File: src/rtl/pc_alu_pkg.sv
package pc_alu_pkg;
  localparam int unsigned DATA_W = 64;
  localparam int unsigned LANE_W = 8;
  localparam int unsigned LANES  = DATA_W / LANE_W;

  typedef enum logic [1:0] {
    OP_ADDC = 2'b00,
    OP_SUBC = 2'b01,
    OP_BMIN = 2'b10,
    OP_ZERO = 2'b11
  } pc_op_e;
endpackage

File: src/rtl/pc_carry_adder.sv
module pc_carry_adder #(
  parameter int unsigned W = 64
) (
  input  logic [W-1:0] a,
  input  logic [W-1:0] b,
  input  logic         invert_b,
  input  logic         cin,
  output logic [W-1:0] sum,
  output logic         cout
);
  logic [W-1:0] b_eff;
  logic [W:0]   wide;

  always_comb begin
    b_eff = invert_b ? ~b : b;
    wide  = {1'b0, a} + {1'b0, b_eff} + {{W{1'b0}}, cin};
    sum   = wide[W-1:0];
    cout  = wide[W];
  end
endmodule

File: src/rtl/pc_byte_min.sv
module pc_byte_min #(
  parameter int unsigned LANE_W = 8,
  parameter int unsigned LANES  = 8,
  localparam int unsigned W     = LANE_W * LANES
) (
  input  logic [W-1:0]     a,
  input  logic [W-1:0]     b,
  output logic [W-1:0]     min_out,
  output logic [LANES-1:0] b_gt_a
);
  for (genvar i = 0; i < LANES; i++) begin : g_lane
    logic [LANE_W-1:0] la;
    logic [LANE_W-1:0] lb;
    logic              gt;

    always_comb begin
      la = a[i*LANE_W +: LANE_W];
      lb = b[i*LANE_W +: LANE_W];
      gt = (lb > la);
      min_out[i*LANE_W +: LANE_W] = gt ? la : lb;
      b_gt_a[i] = gt;
    end

    // equal lanes never raise the flag
    always_comb begin
      if (la == lb) begin
        p_equal_clear_r7: assert (!b_gt_a[i]);
      end
    end
  end
endmodule

File: src/rtl/pc_alu_slice.sv
module pc_alu_slice
  import pc_alu_pkg::*;
(
  input  logic              clk,
  input  logic              rst_n,
  input  logic              in_valid,
  input  logic [1:0]        op,
  input  logic [DATA_W-1:0] opa,
  input  logic [DATA_W-1:0] opb,
  input  logic [LANES-1:0]  pred_in,
  output logic              out_valid,
  output logic [DATA_W-1:0] result,
  output logic [LANES-1:0]  pred_out
);
  // reset: asserted asynchronously, released through two flops
  logic rst_meta, rst_sync_n;
  always_ff @(posedge clk or negedge rst_n) begin
    if (!rst_n) begin
      rst_meta   <= 1'b0;
      rst_sync_n <= 1'b0;
    end else begin
      rst_meta   <= 1'b1;
      rst_sync_n <= rst_meta;
    end
  end

  pc_op_e op_e;
  assign op_e = pc_op_e'(op);

  logic [DATA_W-1:0] sum;
  logic              cout;
  logic [DATA_W-1:0] bmin;
  logic [LANES-1:0]  bmask;

  pc_carry_adder #(.W(DATA_W)) u_add (
    .a        (opa),
    .b        (opb),
    .invert_b (op_e == OP_SUBC),
    .cin      (pred_in[0]),
    .sum      (sum),
    .cout     (cout)
  );

  pc_byte_min #(.LANE_W(LANE_W), .LANES(LANES)) u_min (
    .a       (opa),
    .b       (opb),
    .min_out (bmin),
    .b_gt_a  (bmask)
  );

  // next-state selection
  logic [DATA_W-1:0] res_d;
  logic [LANES-1:0]  pred_d;
  always_comb begin
    unique case (op_e)
      OP_ADDC, OP_SUBC: begin
        res_d  = sum;
        pred_d = {LANES{cout}};
      end
      OP_BMIN: begin
        res_d  = bmin;
        pred_d = bmask;
      end
      default: begin
        res_d  = '0;
        pred_d = pred_in;
      end
    endcase
  end

  // registers
  logic [DATA_W-1:0] res_q;
  logic [LANES-1:0]  pred_q;
  logic              vld_q;
  always_ff @(posedge clk or negedge rst_sync_n) begin
    if (!rst_sync_n) begin
      res_q  <= '0;
      pred_q <= '0;
      vld_q  <= 1'b0;
    end else begin
      vld_q <= in_valid;
      if (in_valid) begin
        res_q  <= res_d;
        pred_q <= pred_d;
      end
    end
  end

  assign out_valid = vld_q;
  assign result    = res_q;
  assign pred_out  = pred_q;

  // accepted op shows one edge later
  p_latency_r10: assert property (@(posedge clk) disable iff (!rst_sync_n)
    in_valid |=> out_valid);
  // idle cycles keep the outputs
  p_hold_r10: assert property (@(posedge clk) disable iff (!rst_sync_n)
    !in_valid |=> (!out_valid && $stable(result) && $stable(pred_out)));
  // arithmetic predicate is all zeros or all ones
  p_carry_fill_r4: assert property (@(posedge clk) disable iff (!rst_sync_n)
    (in_valid && (op == 2'b00 || op == 2'b01)) |=>
      (pred_out == '0 || pred_out == '1));
  // spare code gives zero and passes the predicate
  p_spare_r8: assert property (@(posedge clk) disable iff (!rst_sync_n)
    (in_valid && op == 2'b11) |=>
      (result == '0 && pred_out == $past(pred_in)));
  // a lane flag set means the result byte came from opa
  p_min_flag_r6: assert property (@(posedge clk) disable iff (!rst_sync_n)
    (in_valid && op == 2'b10 && bmask[0]) |=>
      (result[LANE_W-1:0] == $past(opa[LANE_W-1:0])));
endmodule

File: config.mk
export PLATFORM = sky130hd
export DESIGN_NAME = pc_alu_slice
export DESIGN_NICKNAME = d
export VERILOG_FILES = /design/src/rtl/pc_alu_pkg.sv /design/src/rtl/pc_carry_adder.sv /design/src/rtl/pc_byte_min.sv /design/src/rtl/pc_alu_slice.sv
export SDC_FILE = /design/constraint.sdc
export NUM_CORES = 1
export LEC_CHECK = 0
export ABC_AREA = 0
export BUFFER_PORTS_ARGS = -buffer_cell sky130_fd_sc_hd__buf_2
export CAP_MARGIN = 10
export CORE_MARGIN = 5
export CORE_UTILIZATION = 45
export DETAILED_ROUTE_END_ITERATION = 10
export GPL_TIMING_DRIVEN = 1
export HOLD_SLACK_MARGIN = 0.03
export PLACE_DENSITY_LB_ADDON = 0.12
export SETUP_SLACK_MARGIN = 0.15
export SYNTH_ARGS = -nofsm -noshare
export SYNTH_HDL_FRONTEND = slang
export SYNTH_SLANG_ARGS = --single-unit
export TNS_END_PERCENT = 100
File: constraint.sdc
create_clock -name clk -period 2.36 [get_ports clk]
set_input_delay 0.118 -clock clk [delete_from_list [all_inputs] [get_ports clk]]
set_output_delay 0.118 -clock clk [all_outputs]
set_load 0.005 [all_outputs]
==> summary.txt, run 1 <==
Outcome
  – Outcome: finished with violations
  – Failing checks: setup timing

Global route
  – Grt ovf: 0
  – Largest net degree at the start of global routing: 73
  – Vias in the first global route: 11500
  – First-pass GRT wire length: 56460 um
  – Initial antenna violation count: 4
  – GRT Util Overall: 27.83%

STA
  – Final Setup Violations: 66
  – Slew Viols, Final: 0
  – Unrepaired setup endpoints after global routing: yes
  – PnR worst setup slack: -0.7688 ns
  – Fin crit share: 132.6%
  – Final Skew: 0.01124 ns
  – Worst-Margin Slew: 0.7727 ns
  – Crit path time final: 3.129 ns
  – Relative slew margins: 48.49%
  – Max Freq: 319.6 MHz
  – Fin. Hold Viols: 0
  – Post-Route Setup TNS: -34.45 ns

Final layout
  – Layout area overhead: 54.79%
  – Post-route cell area: 15310 um^2
  – Fillers: 1716
  – Layout Utilization: 70.38%
  – Most frequent cells in the layout: 322 x buf_4, 211 x buf_2, 126 x ha_1
  – Share of cells above drive strength 1: 43.09%
  – Most common cell after layout, fill and taps aside: buf_4
  – # nets final: 2008

Routing
  – DRT Pass-1 Iters: 5
  – Final WL: 35860 um
  – Antenna viol nets, final: 0
  – WL/cell: 17.71 um
  – DR vias: 11270
  – # DRC: 0
  – Via density: 5.566
  – DRT iter0 DRCs: 640

Floorplan
  – Die height: 158.3 um
  – Initial core utilization: 45.47%
  – Core ar.: 21760 um^2
  – Die area: 25050 um^2
  – Die W: 158.3 um
  – Num ports: 214
  – Site row count: 54

Run
  – Total of max-cap violations: 0

Logic synthesis
  – Share of synthesized flip-flops with an asynchronous set or reset: 100.0%
  – Cells after Synth: 1213
  – Yosys reg bits: 75
  – Post-synthesis sequential area ratio: 18.97%
  – Mapped Nets: 1483
  – Syn avg cell area: 8.155 um^2
  – Post-synthesis cell type count: 61
  – Ys flop type: dfrtp_1
  – Number of flops mapped to enable cells by yosys: 0
  – Synthesized area: 9892 um^2
  – YS warnings: 0

Pwr
  – VDD IR max: 0.0003668 V
  – Int Pwr: 0.004854 W
  – Switching part of the total: 39.28%
  – Clock power share: 19.3%
  – Switching power: 0.003140 W
  – Power Total: 0.007995 W
  – Pwr dens: 522.1 nW/um^2
  – Leakage: 7.597 nW
  – Combinational power share: 59.9%
  – Register share of total power: 20.8%

Clock tree
  – CTS tree: yes
  – Clock net sink count: 75
  – H-tree depth: 3
  – CTS Buf Count: 9
  – Root buf cell: clkbuf_16
  – CTS clk-pin slew, worst paths: 0.07 ns
  – Skew-Pair Late Insertion Delay: 0.36 ns
  – CTS Buffer Depth: 2

Placement
  – Final HPWL DP: 26870 um
  – Placed Instance Area: 13580 um^2
  – Worst Setup Slack post-DPL: -1.312 ns
  – RePlAce Congestion: 0.9364
  – Number of port buffers: 213

Setup path
  – Critical path arrival: 3.37 ns
  – R2R Setup Slk: 1.41 ns
  – Crit Path Category: in -> reg
  – CP required: 2.60 ns
  – Crit. End Element: flop
  – CP startpoint kind: primary input
  – CP Max Fanout: 5

Min path
  – Type of the tightest min-delay check: in -> async
==> registers in the layout (all words and copies together), names as in the netlist <==
register and flops:
pred_out 8, rst_meta 1, rst_sync_n 1, result 64, out_valid 1
==> kinds of logic (layout without fill, tap and decap cells) <==
family,count (synthesis),count (layout),synth area share [%]
adders and majority gates,129,129,16.47
buffers and inverters,156,686,6.021
other,1,3,0.03791
muxes,77,77,7.918
and+or+nand+nor,242,242,11.99
DFF,75,75,18.97
xor gates and xnor gates,120,120,10.62
AOI/OAI and AO/OA,413,413,27.97
==> metal layers <==
metal	part of all wire, %	up-vias	global-route usage [%]	routed length [um]
li1	-	5515	-	-
met1	44	5411	36.61	15920
met2	48	276	46.80	17130
met3	5.0	65	3.914	1795
met4	2.8	4	9.911	991
met5	0.053	-	0	19
==> synth_stat cells, types with 40 or more instances <==
| master | number | area, um^2 |
|---|---|---|
| a21o_1 | 40 | 300.3 |
| a21oi_1 | 103 | 515.5 |
| clkbuf_1 | 54 | 202.7 |
| dfrtp_1 | 75 | 1877 |
| ha_1 | 127 | 1589 |
| inv_1 | 87 | 326.6 |
| mux2i_1 | 67 | 670.6 |
| nand2_1 | 66 | 247.7 |
| nor2_1 | 59 | 221.5 |
| o21a_1 | 63 | 473.0 |
| o21ai_0 | 64 | 320.3 |
| o221ai_1 | 54 | 473.0 |
| xnor2_1 | 91 | 797.0 |
==> path summary, 6_finish.rpt <==
path | start | cells past startpoint | end
max | op[1] | 18 | result[38]
min | rst_n | 2 | rst_sync_n
max reg2reg | rst_sync_n | 1 | result[37]
min reg2reg | rst_sync_n | 0 | result[6]
max in group asynchronous | rst_sync_n | 1 | result[37]
min in group clk | opa[59] | 3 | result[59]
==> final cells by class <==
| class | count | area [um^2] | area share (%) |
|---|---|---|---|
| Multi-Input combinational cell | 982 | 8308 | 54.26 |
| Timing Repair Buffer | 582 | 4130 | 26.97 |
| Sequential cell | 75 | 1881 | 12.28 |
| Tap cell | 280 | 350.3 | 2.288 |
| Inverter | 88 | 334.1 | 2.182 |
| Clock buffer | 11 | 242.7 | 1.585 |
| Clock inverter | 5 | 61.31 | 0.4004 |
| Antenna cell | 2 | 5.005 | 0.03269 |
==> power by group through the flow <==
stage / Clock, W / Combinational (W) / Sequential (W)
2_1_floorplan: 0 / 0.00220 / 0.00170
3_3_place_gp: 0 / 0.00397 / 0.00169
3_5_place_dp: 0 / 0.00402 / 0.00169
4_1_cts: 0.00155 / 0.00445 / 0.00167
5_1_grt: 0.00161 / 0.00520 / 0.00170
6_report: 0.00154 / 0.00479 / 0.00167
==> what timing repair did <==
item | CTS | global route
setup endpoints to repair | 65 | 67
gates resized for setup | 122 | 98
hold buffers | 2 | 0
gates cloned | 1 | 0
pin swaps | 96 | 70
setup buffers | 36 | 15
hold endpoints to repair | 3 | 0
==> critical path: stages <==
cell,delay (ns)
buf_8,0.10
clkinvlp_4,0.10
nand2_8,0.07
buf_6,0.14
xnor2_2,0.13
fa_2,0.35
fa_2,0.38
nor2b_4,0.13
o211ai_1,0.12
a211o_4,0.43
a311oi_4,0.33
nor3b_4,0.10
buf_4,0.17
o21bai_4,0.17
buf_4,0.14
xnor2_1,0.11
o221ai_1,0.12
o21a_1,0.14
==> stage by stage <==
step	cells	hold WS (ns)
after floorplan	1213	-0.1776
after global placement	1953	-0.09717
after detailed placement	1953	-0.09636
after CTS	2008	0.04774
after global routing	2025	0.07603
final	2025	0.05365
Note: power is estimated with default switching activity, not from simulation.
==> run 2: changes to the inputs <==
--- a/config.mk
+++ b/config.mk
@@ -8,6 +8,7 @@
 export ABC_AREA = 0
 export BUFFER_PORTS_ARGS = -buffer_cell sky130_fd_sc_hd__buf_2
 export CAP_MARGIN = 10
+export CORE_ASPECT_RATIO = 1.5
 export CORE_MARGIN = 5
 export CORE_UTILIZATION = 45
 export DETAILED_ROUTE_END_ITERATION = 10
@@ -17,5 +18,6 @@
 export SETUP_SLACK_MARGIN = 0.15
 export SYNTH_ARGS = -nofsm -noshare
 export SYNTH_HDL_FRONTEND = slang
+export SYNTH_HIERARCHICAL = 1
 export SYNTH_SLANG_ARGS = --single-unit
 export TNS_END_PERCENT = 100
==> summary.txt, run 2 <==
Setup path
  – CP startpoint kind: primary input
  – CP required: 2.58 ns
  – R2R Setup Slk: 1.42 ns
  – Crit. End Element: flop
  – CP Max Fanout: 7
  – Crit Path Category: in -> reg
  – Critical path arrival: 3.53 ns

Pwr
  – Switching power: 0.003407 W
  – Register share of total power: 19.3%
  – VDD IR max: 0.0003827 V
  – Int Pwr: 0.005077 W
  – Clock power share: 17.4%
  – Pwr dens: 514.2 nW/um^2
  – Power Total: 0.008484 W
  – Switching part of the total: 40.16%
  – Leakage: 8.129 nW
  – Combinational power share: 63.4%

Clock tree
  – Root buf cell: clkbuf_16
  – CTS tree: yes
  – CTS Buffer Depth: 2
  – Skew-Pair Late Insertion Delay: 0.36 ns
  – CTS Buf Count: 9
  – Clock net sink count: 75
  – H-tree depth: 3
  – CTS clk-pin slew, worst paths: 0.06 ns

Logic synthesis
  – Synthesized area: 11270 um^2
  – Post-synthesis cell type count: 76
  – Main area contributors after synthesis: dfrtp_1 17%, ha_1 14%, a21oi_2 9.6%, xor2_1 6.5%, a21oi_1 5.6%
  – YS warnings: 6
  – Post-synthesis sequential area ratio: 16.65%
  – Ys flop type: dfrtp_1
  – Mapped Nets: 1635
  – Yosys reg bits: 75
  – Yosys top cell by area: dfrtp_1
  – Share of synthesized flip-flops with an asynchronous set or reset: 100.0%
  – Post-synth top area share: 16.65%
  – Syn avg cell area: 8.260 um^2
  – Cells after Synth: 1365
  – Number of flops mapped to enable cells by yosys: 0
  – Post-synth top cells: 127 x a21oi_1, 127 x ha_1, 123 x a21oi_2

Global route
  – First-pass GRT wire length: 60620 um
  – GRT Util Overall: 26.17%
  – Grt ovf: 0
  – Vias in the first global route: 12640
  – Initial antenna violation count: 1
  – Largest net degree at the start of global routing: 75

STA
  – PnR worst setup slack: -0.9496 ns
  – Crit path time final: 3.310 ns
  – Fin. Hold Viols: 0
  – Max Freq: 302.2 MHz
  – Unrepaired setup endpoints after global routing: yes
  – Final Skew: 0.007369 ns
  – Final Setup Violations: 63
  – Relative slew margins: 41.91%
  – Fin crit share: 140.2%
  – Slew Viols, Final: 0
  – Worst-Margin Slew: 0.8714 ns

Floorplan
  – Site row count: 71
  – Core ar.: 24870 um^2
  – Initial core utilization: 45.33%
  – Die height: 203.9 um
  – Die W: 139.2 um
  – Die area: 28390 um^2
  – Num ports: 214

Placement
  – RePlAce Congestion: 0.9539
  – Placed Instance Area: 15010 um^2
  – Final HPWL DP: 30310 um
  – Number of port buffers: 213

Final layout
  – Layout Utilization: 66.33%
  – # nets final: 2184
  – Diode count: 0
  – Share of cells above drive strength 1: 49.40%
  – Layout area overhead: 46.33%
  – Post-route cell area: 16500 um^2
  – Most frequent cells in the layout: 353 x buf_4, 210 x buf_2, 144 x a21oi_2
  – Most common cell after layout, fill and taps aside: buf_4
  – Number of flip-flops in the largest register: 64

Routing
  – WL/cell: 16.97 um
  – Antenna viol nets, final: 0
  – Final WL: 38130 um
  – DRT iter0 DRCs: 366
  – # DRC: 0
  – Via density: 5.270
  – DR vias: 11840
  – DRT Pass-1 Iters: 4

Outcome
  – Failing checks: setup timing
  – Outcome: finished with violations

Run
  – Total of max-cap violations: 0

Min path
  – Type of the tightest min-delay check: in -> async
## run 2: routing by layer
layer | routed length (um) | vias up | share of wire [%] | GRT usage, %
met3 | 956 | 102 | 2.5 | 3.066
met2 | 22000 | 227 | 58 | 54.50
met5 | 13 | - | 0.034 | 0
met4 | 1651 | 2 | 4.3 | 12.17
met1 | 13500 | 5622 | 35 | 24.69
li1 | - | 5889 | - | -
## run 2: timing repair
| action | in CTS | in global routing |
|---|---|---|
| setup endpoints to repair | 66 | 66 |
| pin swaps | 81 | 37 |
| setup buffers | 38 | 17 |
| gates resized for setup | 114 | 59 |
| hold endpoints to repair | 2 | 0 |
| cloned | 2 | 0 |
| hold buffers | 1 | 0 |
## run 2: cells by family after synthesis
| logic type | share of synthesized area [%] |
|---|---|
| compound gates | 29.72 |
| flops | 16.65 |
| buf+inv | 8.090 |
| other cells | 0.03326 |
| simple gates | 15.13 |
| mux | 6.303 |
| fa+ha+maj | 14.45 |
| xor+xnor | 9.633 |
## run 2: metrics by stage
stage | TNS [ns] | std cells | setup slack, ns | hold WS [ns]
after floorplan | -60.08 | 1365 | -1.425 | -0.1776
final | -42.01 | 2247 | -0.9496 | 0.06843
after CTS | -39.00 | 2230 | -0.8757 | 0.04643
after global placement | -71.08 | 2173 | -1.473 | -0.09713
after global routing | -51.09 | 2247 | -1.068 | 0.07516
after detailed placement | -73.94 | 2173 | -1.491 | -0.09474
## run 2: layout make-up
| type | instances | area, um^2 |
|---|---|---|
| Clock buffer | 10 | 229.0 |
| Clock inverter | 6 | 66.31 |
| Fill cell | 2171 | 8376 |
| Inverter | 116 | 440.4 |
| Multi-Input combinational cell | 1103 | 9126 |
| Sequential cell | 75 | 1881 |
| Tap cell | 328 | 410.4 |
| Timing Repair Buffer | 609 | 4345 |
## run 2: critical path: stages
cell and delay [ns]:
buf_6 0.09, nor2b_4 0.12, buf_12 0.14, buf_12 0.15
buf_8 0.13, xor2_1 0.15, ha_1 0.32, a21o_1 0.19
a211o_1 0.26, o2111ai_4 0.27, o211ai_4 0.12, a21oi_4 0.20
o31ai_4 0.07, nor3b_4 0.16, buf_6 0.12, buf_4 0.13
a21oi_4 0.18, o21ai_2 0.08, xor2_1 0.15, nor2b_2 0.16
a21oi_2 0.14, a21oi_2 0.06
## run 2: path summary, 6_finish.rpt
kind | from | end | cells past startpoint
max reg2reg | rst_sync_n | result[55] | 1
min | rst_n | rst_sync_n | 2
min in group clk | pred_in[7] | pred_out[7] | 4
max | op[0] | result[50] | 22
min reg2reg | rst_sync_n | result[27] | 0
max in group asynchronous | rst_sync_n | result[55] | 1
## run 2: power groups by stage
stage / Clock, W / Combinational, W / Sequential (W)
floorplan: 0 / 0.00278 / 0.00168
global placement: 0 / 0.00470 / 0.00165
detailed placement: 0 / 0.00476 / 0.00166
CTS: 0.00151 / 0.00516 / 0.00164
global route: 0.00154 / 0.00583 / 0.00167
finish: 0.00147 / 0.00538 / 0.00164
